`src/rtl/stopw_pkg.sv`:
```
package stopw_pkg;
    typedef enum logic [1:0] {
        ST_RUN  = 2'd0,
        ST_STOP = 2'd1,
        ST_WARM = 2'd2
    } stopw_state_e;
endpackage

```
`src/rtl/stopw_fall_det.sv`:
```
// Two-stage synchronizer followed by a falling-edge detector on the raw clock.
module stopw_fall_det (
    input  logic clk,
    input  logic rst_n,
    input  logic pin_n,
    output logic fall
);
    logic sync1;
    logic sync2;
    logic prev;

    always_ff @(posedge clk or negedge rst_n) begin
        if (!rst_n) begin
            sync1 <= 1'b1;
            sync2 <= 1'b1;
            prev  <= 1'b1;
        end else begin
            sync1 <= pin_n;
            sync2 <= sync1;
            prev  <= sync2;
        end
    end

    assign fall = prev & ~sync2;


    single_fall_chk: assert property (@(posedge clk) disable iff (!rst_n)
        fall |=> !fall);
endmodule

```
`src/rtl/stopw_warm_ctr.sv`:
```
// Settling counter: counts only while enabled, clears when idle or done.
module stopw_warm_ctr #(
    parameter int CYCLES = 65536
) (
    input  logic clk,
    input  logic rst_n,
    input  logic run,
    output logic done
);
    localparam int CW = (CYCLES > 2) ? $clog2(CYCLES) : 1;
    localparam logic [CW-1:0] LAST = CW'(CYCLES - 1);

    logic [CW-1:0] cnt;

    assign done = run && (cnt == LAST);

    always_ff @(posedge clk or negedge rst_n) begin
        if (!rst_n) begin
            cnt <= '0;
        end else if (!run || done) begin
            cnt <= '0;
        end else begin
            cnt <= cnt + 1'b1;
        end
    end


    count_step_chk: assert property (@(posedge clk) disable iff (!rst_n)
        (run && !done) |=> (!run || cnt == $past(cnt) + 1'b1));
endmodule

```
`src/rtl/stopw_ctrl.sv`:
```
module stopw_ctrl
    import stopw_pkg::*;
#(
    parameter int          N_LINES     = 4,
    parameter int          WARM_CYCLES = 65536,
    parameter logic [7:0]  CFG_ADDR    = 8'h87,
    parameter int          STOP_BIT    = 1
) (
    input  logic               osc_clk,
    input  logic               rst_n,
    input  logic               pcon_wr,
    input  logic [7:0]         pcon_addr,
    input  logic [7:0]         pcon_wdata,
    input  logic [N_LINES-1:0] ext_int_n,
    output logic               core_clk_en,
    output logic               stop_flag,
    output logic [N_LINES-1:0] wake_irq
);
    stopw_state_e       state, state_nx;
    logic [N_LINES-1:0] fall_vec;
    logic [N_LINES-1:0] wake_src;
    logic               stop_req;
    logic               warm_done;

    genvar gi;
    generate
        for (gi = 0; gi < N_LINES; gi++) begin : g_line
            stopw_fall_det u_det (
                .clk   (osc_clk),
                .rst_n (rst_n),
                .pin_n (ext_int_n[gi]),
                .fall  (fall_vec[gi])
            );
        end
    endgenerate

    stopw_warm_ctr #(.CYCLES(WARM_CYCLES)) u_ctr (
        .clk   (osc_clk),
        .rst_n (rst_n),
        .run   (state == ST_WARM),
        .done  (warm_done)
    );

    assign stop_req = pcon_wr && (pcon_addr == CFG_ADDR) && pcon_wdata[STOP_BIT];

    always_comb begin
        state_nx = state;
        unique case (state)
            ST_RUN:  if (stop_req)       state_nx = ST_STOP;
            ST_STOP: if (|fall_vec)      state_nx = ST_WARM;
            ST_WARM: if (warm_done)      state_nx = ST_RUN;
            default:                     state_nx = ST_RUN;
        endcase
    end

    always_ff @(posedge osc_clk or negedge rst_n) begin
        if (!rst_n) begin
            state <= ST_RUN;
        end else begin
            state <= state_nx;
        end
    end

    always_ff @(posedge osc_clk or negedge rst_n) begin
        if (!rst_n) begin
            wake_src <= '0;
            wake_irq <= '0;
        end else begin
            wake_irq <= '0;
            unique case (state)
                ST_STOP: if (|fall_vec) wake_src <= fall_vec;
                ST_WARM: if (warm_done) wake_irq <= wake_src;
                default: ;
            endcase
        end
    end

    assign core_clk_en = (state == ST_RUN);
    assign stop_flag   = (state != ST_RUN);


    stop_entry_chk: assert property (@(posedge osc_clk) disable iff (!rst_n)
        (state == ST_RUN && stop_req) |=> (stop_flag && !core_clk_en));

    run_hold_chk: assert property (@(posedge osc_clk) disable iff (!rst_n)
        (state == ST_RUN && !stop_req) |=> (state == ST_RUN && wake_irq == '0));

    stop_hold_chk: assert property (@(posedge osc_clk) disable iff (!rst_n)
        (state == ST_STOP && fall_vec == '0) |=> (state == ST_STOP));

    warm_hold_chk: assert property (@(posedge osc_clk) disable iff (!rst_n)
        (state == ST_WARM && !warm_done) |=> (state == ST_WARM));

    irq_at_release_chk: assert property (@(posedge osc_clk) disable iff (!rst_n)
        (wake_irq != '0) |-> (core_clk_en && $past(state) == ST_WARM));
endmodule

```
`config.mk`:
```
export PLATFORM = sky130hd
export DESIGN_NAME = stopw_ctrl
export DESIGN_NICKNAME = d
export VERILOG_FILES = /design/src/rtl/stopw_pkg.sv /design/src/rtl/stopw_fall_det.sv /design/src/rtl/stopw_warm_ctr.sv /design/src/rtl/stopw_ctrl.sv
export SDC_FILE = /design/constraint.sdc
export NUM_CORES = 1
export LEC_CHECK = 0
export ABC_AREA = 1
export BUFFER_PORTS_ARGS = -buffer_cell sky130_fd_sc_hd__clkbuf_2
export CORE_MARGIN = 2
export CORE_UTILIZATION = 47
export DETAILED_ROUTE_END_ITERATION = 8
export PLACE_DENSITY = 0.81
export SLEW_MARGIN = 40
export SYNTH_ARGS = -nofsm -noshare
export SYNTH_HDL_FRONTEND = slang
export SYNTH_SLANG_ARGS = --single-unit
```
`constraint.sdc`:
```
create_clock -name osc_clk -period 1.6 [get_ports osc_clk]
set_clock_uncertainty 0.1 [all_clocks]
set_input_delay 0.16 -clock osc_clk [delete_from_list [all_inputs] [get_ports osc_clk]]
set_output_delay 0.16 -clock osc_clk [all_outputs]
set_load 0.005 [all_outputs]
```
# Word-level counts from Yosys, hierarchy flattened
# Cells that the tools add are included.
dict set report word_totals {
  wordCells 49
  regBits 38
  out_inout_bits 6
  input_bits 23
}
dict set report classes {
  n_bitwise 8
  n_reduce_logical 10
  add_sub_neg 1
  muxes 7
  n_eq_ne 7
}
# op n
set ops {}
lappend ops {{$add 16x1->16 const B} 1}
lappend ops {{$eq 16x16->1 const B} 1}
lappend ops {{$mux 16} 1}
lappend ops {{$eq 8x8->1 const B} 1}
lappend ops {{$mux 4} 2}
lappend ops {{$mux 2} 3}
lappend ops {{$pmux 2 s3} 1}
lappend ops {{$and 1x1->1} 4}
lappend ops {{$ne 2x2->1 const B} 2}
lappend ops {{$not 1->1} 4}
lappend ops {{$reduce_or 4->1} 1}
lappend ops {{$logic_and 1x1->1} 3}
lappend ops {{$reduce_and 3->1} 1}
lappend ops {{$eq 2x1->1 const B} 1}
lappend ops {{$eq 2x2->1 const B} 1}
lappend ops {{$logic_not 2->1} 1}
lappend ops {{$ne 2x1->1 const B} 1}
lappend ops {{$reduce_and 2->1} 1}
lappend ops {{$reduce_bool 2->1} 1}
lappend ops {{$logic_not 1->1} 1}
lappend ops {{$logic_or 1x1->1} 1}

# Depth between registers and ports, before layout
# Gate-level depths: netlist of run 1.
dict set report logic_depth {
  depth_word 5
  ltp_mapped 7
  mapped_depth_nobuf 7
}

# Modules after synthesis
# Synthesis of run 1 repeated with hierarchy kept, for this count alone.
dict set report hier_totals {
  hier_cells 185
  area_unflattened_um2 1691.6
}
# module seq_area_each_um2 n_inst cells_each area_each_um2
set modules_own_cells {}
lappend modules_own_cells {stopw_warm_ctr 400.4 1 108 887.1}
lappend modules_own_cells {stopw_ctrl 250.2 1 57 449.2}
lappend modules_own_cells {stopw_fall_det 78.8 4 5 88.8}

# Worst setup path after synthesis of run 1
# OpenSTA, ideal clock, no wires.
dict set report synth_timing {
  kind {register to register}
  from {register u_ctr.cnt[0]}
  to {register u_ctr.cnt[11]}
  arrival_ns 1.297
  setup_slack_ns 0.083
  path_stages_with_launch 8
  n_path_buf 1
  setup_ns 0.120
  synth_period_minus_slack_ns 1.517
  t_required_ns 1.380
  path_cell_list {dfrtp_1 ha_1 nand2_2 nor2_4 nand2_4 o21ai_4 buf_6 nor2_1}
}
dict set report synth_between {
  elab_chain_len 4
  elab_cells_between_ends 5
  classes_between {1 x add/sub; 1 x eq/ne; 1 x mux; 2 x reduce/logical}
}
# item line_no
set synth_rtl {}
lappend synth_rtl {{start: declaration} stopw_warm_ctr.sv:13} ;# logic [CW-1:0] cnt;
lappend synth_rtl {{start signal: assignment} stopw_warm_ctr.sv:23} ;# cnt <= cnt + 1'b1;
lappend synth_rtl {{branches (longest 3 deep; another with $add 16x1->16)} -}
lappend synth_rtl {{$mux 16 *} stopw_warm_ctr.sv:20} ;# end else if (!run || done) begin
# Every way passes the cells marked *.
# A chain may end at the register's enable or synchronous reset.

# Worst setup path in the final report of run 1
dict set report layout_timing {
  from {register u_ctr.cnt[1]}
  to {register u_ctr.cnt[14]}
}
# The elaborated chain is that of the path after synthesis.

==> reports/metrics.cfg, run 1 <==
[status]
status = finished clean

[clocking]
clock_latency_ns = 0.34
cts-root-buf = clkbuf_4
cts.sinks = 38
post-cts-setup-buffer-count = 0
tritoncts = yes
numCtsBuffers = 5
path_clk_slew_ns = 0.12
clk_path_buf_depth = 2
htreeDepth = 2

[floorplanning]
die_y_um = 62.76
row_count = 21
initial_utilization_pct = 48.63
dieArea_sq_mm = 0.003939
coreArea_sq_mm = 0.003337
die_w_um = 62.76
io_pins = 29

[sta]
drv_slew = 0
hold_viol = 0
finalSetupViolCount = 0
min_period_ns = 1.480
fin_hold_ws_ns = 0.006241
fmax_mhz = 675.7
worst_slew_pin_slew_ns = 0.4426
finalCritPeriodShare_pct = 92.50
relSlewSlack_pct = 70.50
setup_ws_ns = 0.1201
rsz0062_at_grt = false
tns_ns = 0

[drt]
wl_per_cell_um = 9.449
drt_iter0_markers = 51
detail-route-antenna-nets = 0
drt-total-wl_um = 2485
drc = 0
dr.pass1.iters = 4
vias_per_cell = 4.540
num_vias = 1194

[synth]
syn_area_sq_mm = 0.001623
synthCells = 179
synthSimpleGateAreaFrac_pct = 26.37
synth.avg_cell_area_sq_um = 9.066
synthXorXnorAreaFrac_pct = 2.699
ys_seq_elements = 38
yosys_warnings = 0
synth_compound_area_share_pct = 5.320
synthAdderAreaFrac_pct = 0.7710
seq_area_frac_synth_pct = 59.52
synthMuxAreaShare_pct = 0
yosysUniqueCellTypes = 20
synth_nets = 203
synth_top_family_by_area = simple AND/OR/NAND/NOR gates

[grt]
track_usage_pct = 15.94
antenna_found_initial = 0
grt_max_degree = 39
grt_pass1_wl_um = 4857
gr-total-overflow = 0
grt_pass1_vias = 1213

[placed_design]
pre_cts_slack_ns = 0.1313
gp_congestion = 0.8753
dp_hpwl_um = 1818
port_buffers = 21

[setup_path]
path_max_fanout = 8
start_kind = register
cp.required_ns = 1.73
reg2reg_depth = 7
slowest_stage = dfrtp_1
path_cells = ha_2 > nand2_2 > nor2_4 > nand2_4 > o21ai_4 > buf_4 > a21oi_1
critPathKind = register to register
crit_path_end_kind = register
cp_slowest_stage_delay_ns = 0.39
cp_data_arrival_time_ns = 1.61

[power]
power.density_mw_per_mm2 = 960.2
ir_drop_v = 0.0007314
p_leak_nw = 0.9012

[finish]
layout-drive-gt1-share_pct = 24.88
nets = 240
syn_to_final_growth_pct = 21.13
layout_commonest_cell = nand2_1
antenna_cells = 0
layout_common_cells = nand2_1, nor2_1, dfrtp_1

[min_path]
hold_depth = 4
hold_path.class = input pin to register

[flow_run]
cap_violations = 0

-- final timing paths --
path / from / end / slack, ns
setup / recovery: u_ctr.cnt[1] / u_ctr.cnt[14] / 0.12
hold / removal: pcon_addr[6] / state[0] / 0.006
setup reg to reg: u_ctr.cnt[1] / u_ctr.cnt[14] / 0.12
hold reg to reg: g_line[2].u_det.sync1 / g_line[2].u_det.sync2 / 0.26
max in group asynchronous: rst_n / g_line[3].u_det.sync2 / 0.77
min in group asynchronous: rst_n / u_ctr.cnt[12] / 0.28
-- worst max-delay path: cells and delay by family, from the launching register on --
family | cells | cell delay (ns)
AO/OA/AOI/OAI | 2 | 0.20
adder cells (fa/ha/maj) | 1 | 0.20
buffers and inverters | 1 | 0.17
flip-flops | 1 | 0.39
AND/OR/NAND/NOR | 3 | 0.29
-- metrics by stage --
step	std cells	cell area, sq um	total power (W)	util [%]
floorplan	179	1623	0.001146	-
global placement	250	1812	0.001214	54.29
detailed placement	250	1812	0.001221	54.29
CTS	263	1958	0.001912	58.68
global route	263	1966	0.001991	58.91
finish	263	1966	0.001887	58.91
-- what timing repair did --
| item | 4_1_cts | 5_1_grt |
|---|---|---|
| hold endpoints to repair | 30 | 0 |
| hold buffers | 5 | 0 |
| gates resized for setup | 0 | 2 |
| endpoints found under the setup margin | 0 | 2 |
-- Yosys cell counts (all sizes together) --
cell type  number  area [sq um]
o21ai          11         66.32
xor2            3         26.28
nor3            1         5.000
nand3           3         15.01
nand2          48         192.7
nand4           5         31.28
dfstp          12         315.3
nor3b           2         15.01
inv            20         75.07
buf             1         11.26
o21bai          2         15.01
ha              1         12.51
nor2           41         168.9
dfrtp          26         650.6
xnor2           2         17.52
a21oi           1         5.000
-- cell families (layout without fill, tap and decap cells) --
| group | after synthesis | count (layout) |
|---|---|---|
| flops | 38 | 38 |
| simple gates | 100 | 100 |
| buf+inv | 21 | 59 |
| xor+xnor | 5 | 5 |
| compound gates | 14 | 14 |
| fa+ha+maj | 1 | 1 |
-- registers in the layout (all words and copies together) (netlist names) --
signal / flops
g_line.u_det.prev: 4
g_line.u_det.sync1: 4
g_line.u_det.sync2: 4
state: 2
u_ctr.cnt: 16
wake_irq: 4
wake_src: 4
-- per-layer routing --
| metal | GRT usage (%) | wire length [um] | vias up |
|---|---|---|---|
| met4 | 7.500 | 59 | 0 |
| met5 | 0 | 0 | - |
| met1 | 18.84 | 1167 | 533 |
| li1 | - | - | 631 |
| met2 | 26.88 | 1155 | 25 |
| met3 | 4.505 | 101 | 5 |
-- final cells by class --
cell class | instances | area, sq um
Tap cell | 46 | 57.56
Inverter | 20 | 75.07
Sequential cell | 38 | 965.9
Timing Repair Buffer | 31 | 192.7
Multi-Input combinational cell | 120 | 578.1
Clock buffer | 7 | 87.58
Clock inverter | 1 | 8.758
Fill cell | 293 | 1371
-- power by group --
part           leakage, nW  internal, W  total [W]  switching [W]
logic                0.368    0.0000783   0.000171      0.0000927
clock network       0.0518     0.000364   0.000675       0.000311
registers            0.482      0.00102    0.00104      0.0000248
total                0.901      0.00146    0.00189       0.000429
(Power assumes the default switching activity.)
==> inputs of run 2 (changes only) <==
- CORE_ASPECT_RATIO: unset -> 1.1
==> run 2 against run 1 <==
Sequential power about the same. Worst setup slack worse by 0.063 ns. Flip-flop and latch count unchanged. First-iteration DRC count decreased by 39%. Design area is 0.51% higher. Sequential share of layout area fell by 0.25 points. Non-clock buffer count did not move. Critical path depth fell by 2. Die area barely moved. Clock power rose by 2%. Largest cell class unchanged. Largest power group unchanged.
==> reports/metrics.cfg, run 2 (synthesis results as in run 1) <==
[setup_path]
crit_path_end_kind = register  ; unchanged
path_cells = ha_2 > nand2_4 > nor3_1 > nand3_1 > a21oi_1  ; was ha_2 > nand2_2 > nor2_4 > nand2_4 > o21ai_4 > buf_4 > a21oi_1
start_kind = register  ; unchanged
cp_num_buf_inv = 0  ; was 1
cp_data_arrival_time_ns = 1.72  ; was 1.61 ns
cp_top_family = simple AND/OR/NAND/NOR gates  ; was flip-flops
reg2reg_depth = 5  ; was 7
worstSetupStartpoint = u_ctr.cnt[1]  ; unchanged
r2r_setup_slack_ns = 0.06  ; was 0.12 ns
critPathKind = register to register  ; unchanged
timing.rr.end = u_ctr.cnt[14]  ; unchanged
rr_startpoint = u_ctr.cnt[1]  ; unchanged
cp.required_ns = 1.78  ; was 1.73 ns
cp_slowest_stage_delay_ns = 0.40  ; was 0.39 ns
path_max_fanout = 3  ; was 8
slowest_stage = dfrtp_1  ; unchanged

[clocking]
cts.sinks = 38  ; unchanged
numCtsBuffers = 5  ; unchanged
path_clk_slew_ns = 0.12  ; about the same
tritoncts = yes  ; unchanged
clk_path_buf_depth = 2  ; unchanged
cts-root-buf = clkbuf_4  ; unchanged
clock_latency_ns = 0.35  ; was 0.34 ns
htreeDepth = 2  ; unchanged

[drt]
detail-route-antenna-nets = 0  ; unchanged
drt-total-wl_um = 2564  ; was 2485 um
num_vias = 1212  ; was 1,194
wl_per_cell_um = 9.675  ; was 9.449 um
drc = 0  ; unchanged
vias_per_cell = 4.574  ; was 4.540
drt_iter0_markers = 31  ; was 51
dr.pass1.iters = 5  ; was 4

[min_path]
hold_path.class = input pin to register  ; unchanged
hold_start = pcon_addr[6]  ; unchanged
hold_depth = 4  ; unchanged
hold_end = state[0]  ; unchanged

[sta]
finalSetupViolCount = 0  ; unchanged
min_period_ns = 1.543  ; was 1.480 ns
tns_ns = 0  ; unchanged
hold_viol = 0  ; unchanged
finalCritPeriodShare_pct = 96.46  ; was 92.50%
relSlewSlack_pct = 70.93  ; was 70.50%
fmax_mhz = 647.9  ; was 675.7 MHz
drv_slew = 0  ; unchanged
worst_slew_pin_slew_ns = 0.4361  ; was 0.4426 ns
setup_ws_ns = 0.05657  ; was 0.1201 ns

[floorplanning]
die_w_um = 60.03  ; was 62.76 um
initial_utilization_pct = 48.72  ; was 48.63%
coreArea_sq_mm = 0.003331  ; was 0.003337 sq mm
io_pins = 29  ; unchanged
row_count = 22  ; was 21
dieArea_sq_mm = 0.003939  ; about the same
die_y_um = 65.63  ; was 62.76 um

[finish]
antenna_cells = 0  ; unchanged
largest_register_ffs = 16  ; unchanged
nets = 240  ; unchanged
layout_commonest_cell = nand2_1  ; unchanged
fillCellCount = 285  ; was 293
layoutNonFillerInstCount = 265  ; was 263
top_register = u_ctr.cnt  ; unchanged
fin_area_sq_mm = 0.001976  ; was 0.001966 sq mm
layout_common_cells = nand2_1, nor2_1, dfrtp_1  ; unchanged
layout-drive-gt1-share_pct = 24.42  ; was 24.88%
syn_to_final_growth_pct = 21.74  ; was 21.13%
fin_util_pct = 59.32  ; was 58.91%

[placed_design]
port_buffers = 21  ; unchanged
gp_congestion = 0.8460  ; was 0.8753
place_area_sq_mm = 0.001807  ; was 0.001812 sq mm
pre_cts_slack_ns = 0.09995  ; was 0.1313 ns
place_inst = 251  ; was 250
dp_hpwl_um = 1856  ; was 1818 um

[grt]
grt_pass1_wl_um = 4519  ; was 4857 um
use_met1_pct = 18.51  ; was 18.84%
gr-usage-met3_pct = 5.906  ; was 4.505%
gr-usage-met2_pct = 24.46  ; was 26.88%
grt_pass1_vias = 1107  ; was 1,213
grt_max_degree = 39  ; unchanged
track_usage_pct = 15.83  ; was 15.94%
gr-total-overflow = 0  ; unchanged
antenna_found_initial = 0  ; unchanged
grt.busiest_layer = met2  ; unchanged

[power]
power.density_mw_per_mm2 = 967.5  ; was 960.2 mW/mm^2
clkPwrFrac_pct = 35.9  ; was 35.8%
sw_frac_of_total_pct = 23.38  ; was 22.72%
p_sw_w = 0.0004468  ; was 0.0004289 W
p_int_w = 0.001465  ; was 0.001458 W
p_leak_nw = 0.9177  ; was 0.9012 nW
ir_drop_v = 0.0007148  ; was 0.0007314 V
combPwrFrac_pct = 9.4  ; was 9.1%
seqPwrFrac_pct = 54.7  ; was 55.2%

[status]
status = finished clean  ; unchanged

[flow_run]
cap_violations = 0  ; unchanged

==> run 2: through the flow <==
stage                     hold slack (ns)  total power [W]
after floorplan                   -0.2356         0.001146
after global placement             0.1242         0.001216
after detailed placement           0.1260         0.001221
after CTS                        0.001848         0.001918
after global routing             0.004434         0.002012
final                             0.01398         0.001911
==> run 2: worst max-delay path by stage <==
stage                         end  slack (ns)  depth (start not counted)
floorplan           u_ctr.cnt[11]        0.08                          7
global placement    u_ctr.cnt[12]        0.13                          7
detailed placement   u_ctr.cnt[6]         0.1                          7
CTS                      state[1]        0.07                          7
global route         u_ctr.cnt[6]       -0.03                          7
finish              u_ctr.cnt[14]        0.06                          5
==> run 2: metal layers <==
layer  share of wire, %  routed length [um]
met4                2.9                  75
met3                4.6                 119
met5                  0                   0
met2                 46                1172
met1                 47                1197
==> run 2: power groups by stage <==
stage	clock network [W]	registers [W]	logic (W)
after global routing	0.000754	0.00105	0.000206
after CTS	0.000704	0.00104	0.000171
final	0.000686	0.00105	0.000179
after detailed placement	0	0.00106	0.000160
after floorplan	0	0.00106	0.0000877
after global placement	0	0.00106	0.000158
==> run 2: repair_timing <==
item                                    in CTS  in global routing
gates resized for setup                      0                  4
hold endpoints to repair                    30                  0
endpoints found under the setup margin       0                 17
hold buffers                                 5                  0
setup buffers                                0                  1
==> run 2: cell type report <==
class / count / area, sq um / area share (%)
Timing Repair Buffer: 31 / 200.2 / 10.13
Clock buffer: 7 / 87.58 / 4.433
Tap cell: 48 / 60.06 / 3.040
Inverter: 20 / 75.07 / 3.800
Sequential cell: 38 / 965.9 / 48.89
Multi-Input combinational cell: 120 / 578.1 / 29.26
Clock inverter: 1 / 8.758 / 0.4433
==> run 2: worst min-delay path, cell delays in order <==
cell and delay [ns]:
clkbuf_2 0.08, nor3b_1 0.04, nand4_1 0.06, o21ai_0 0.08
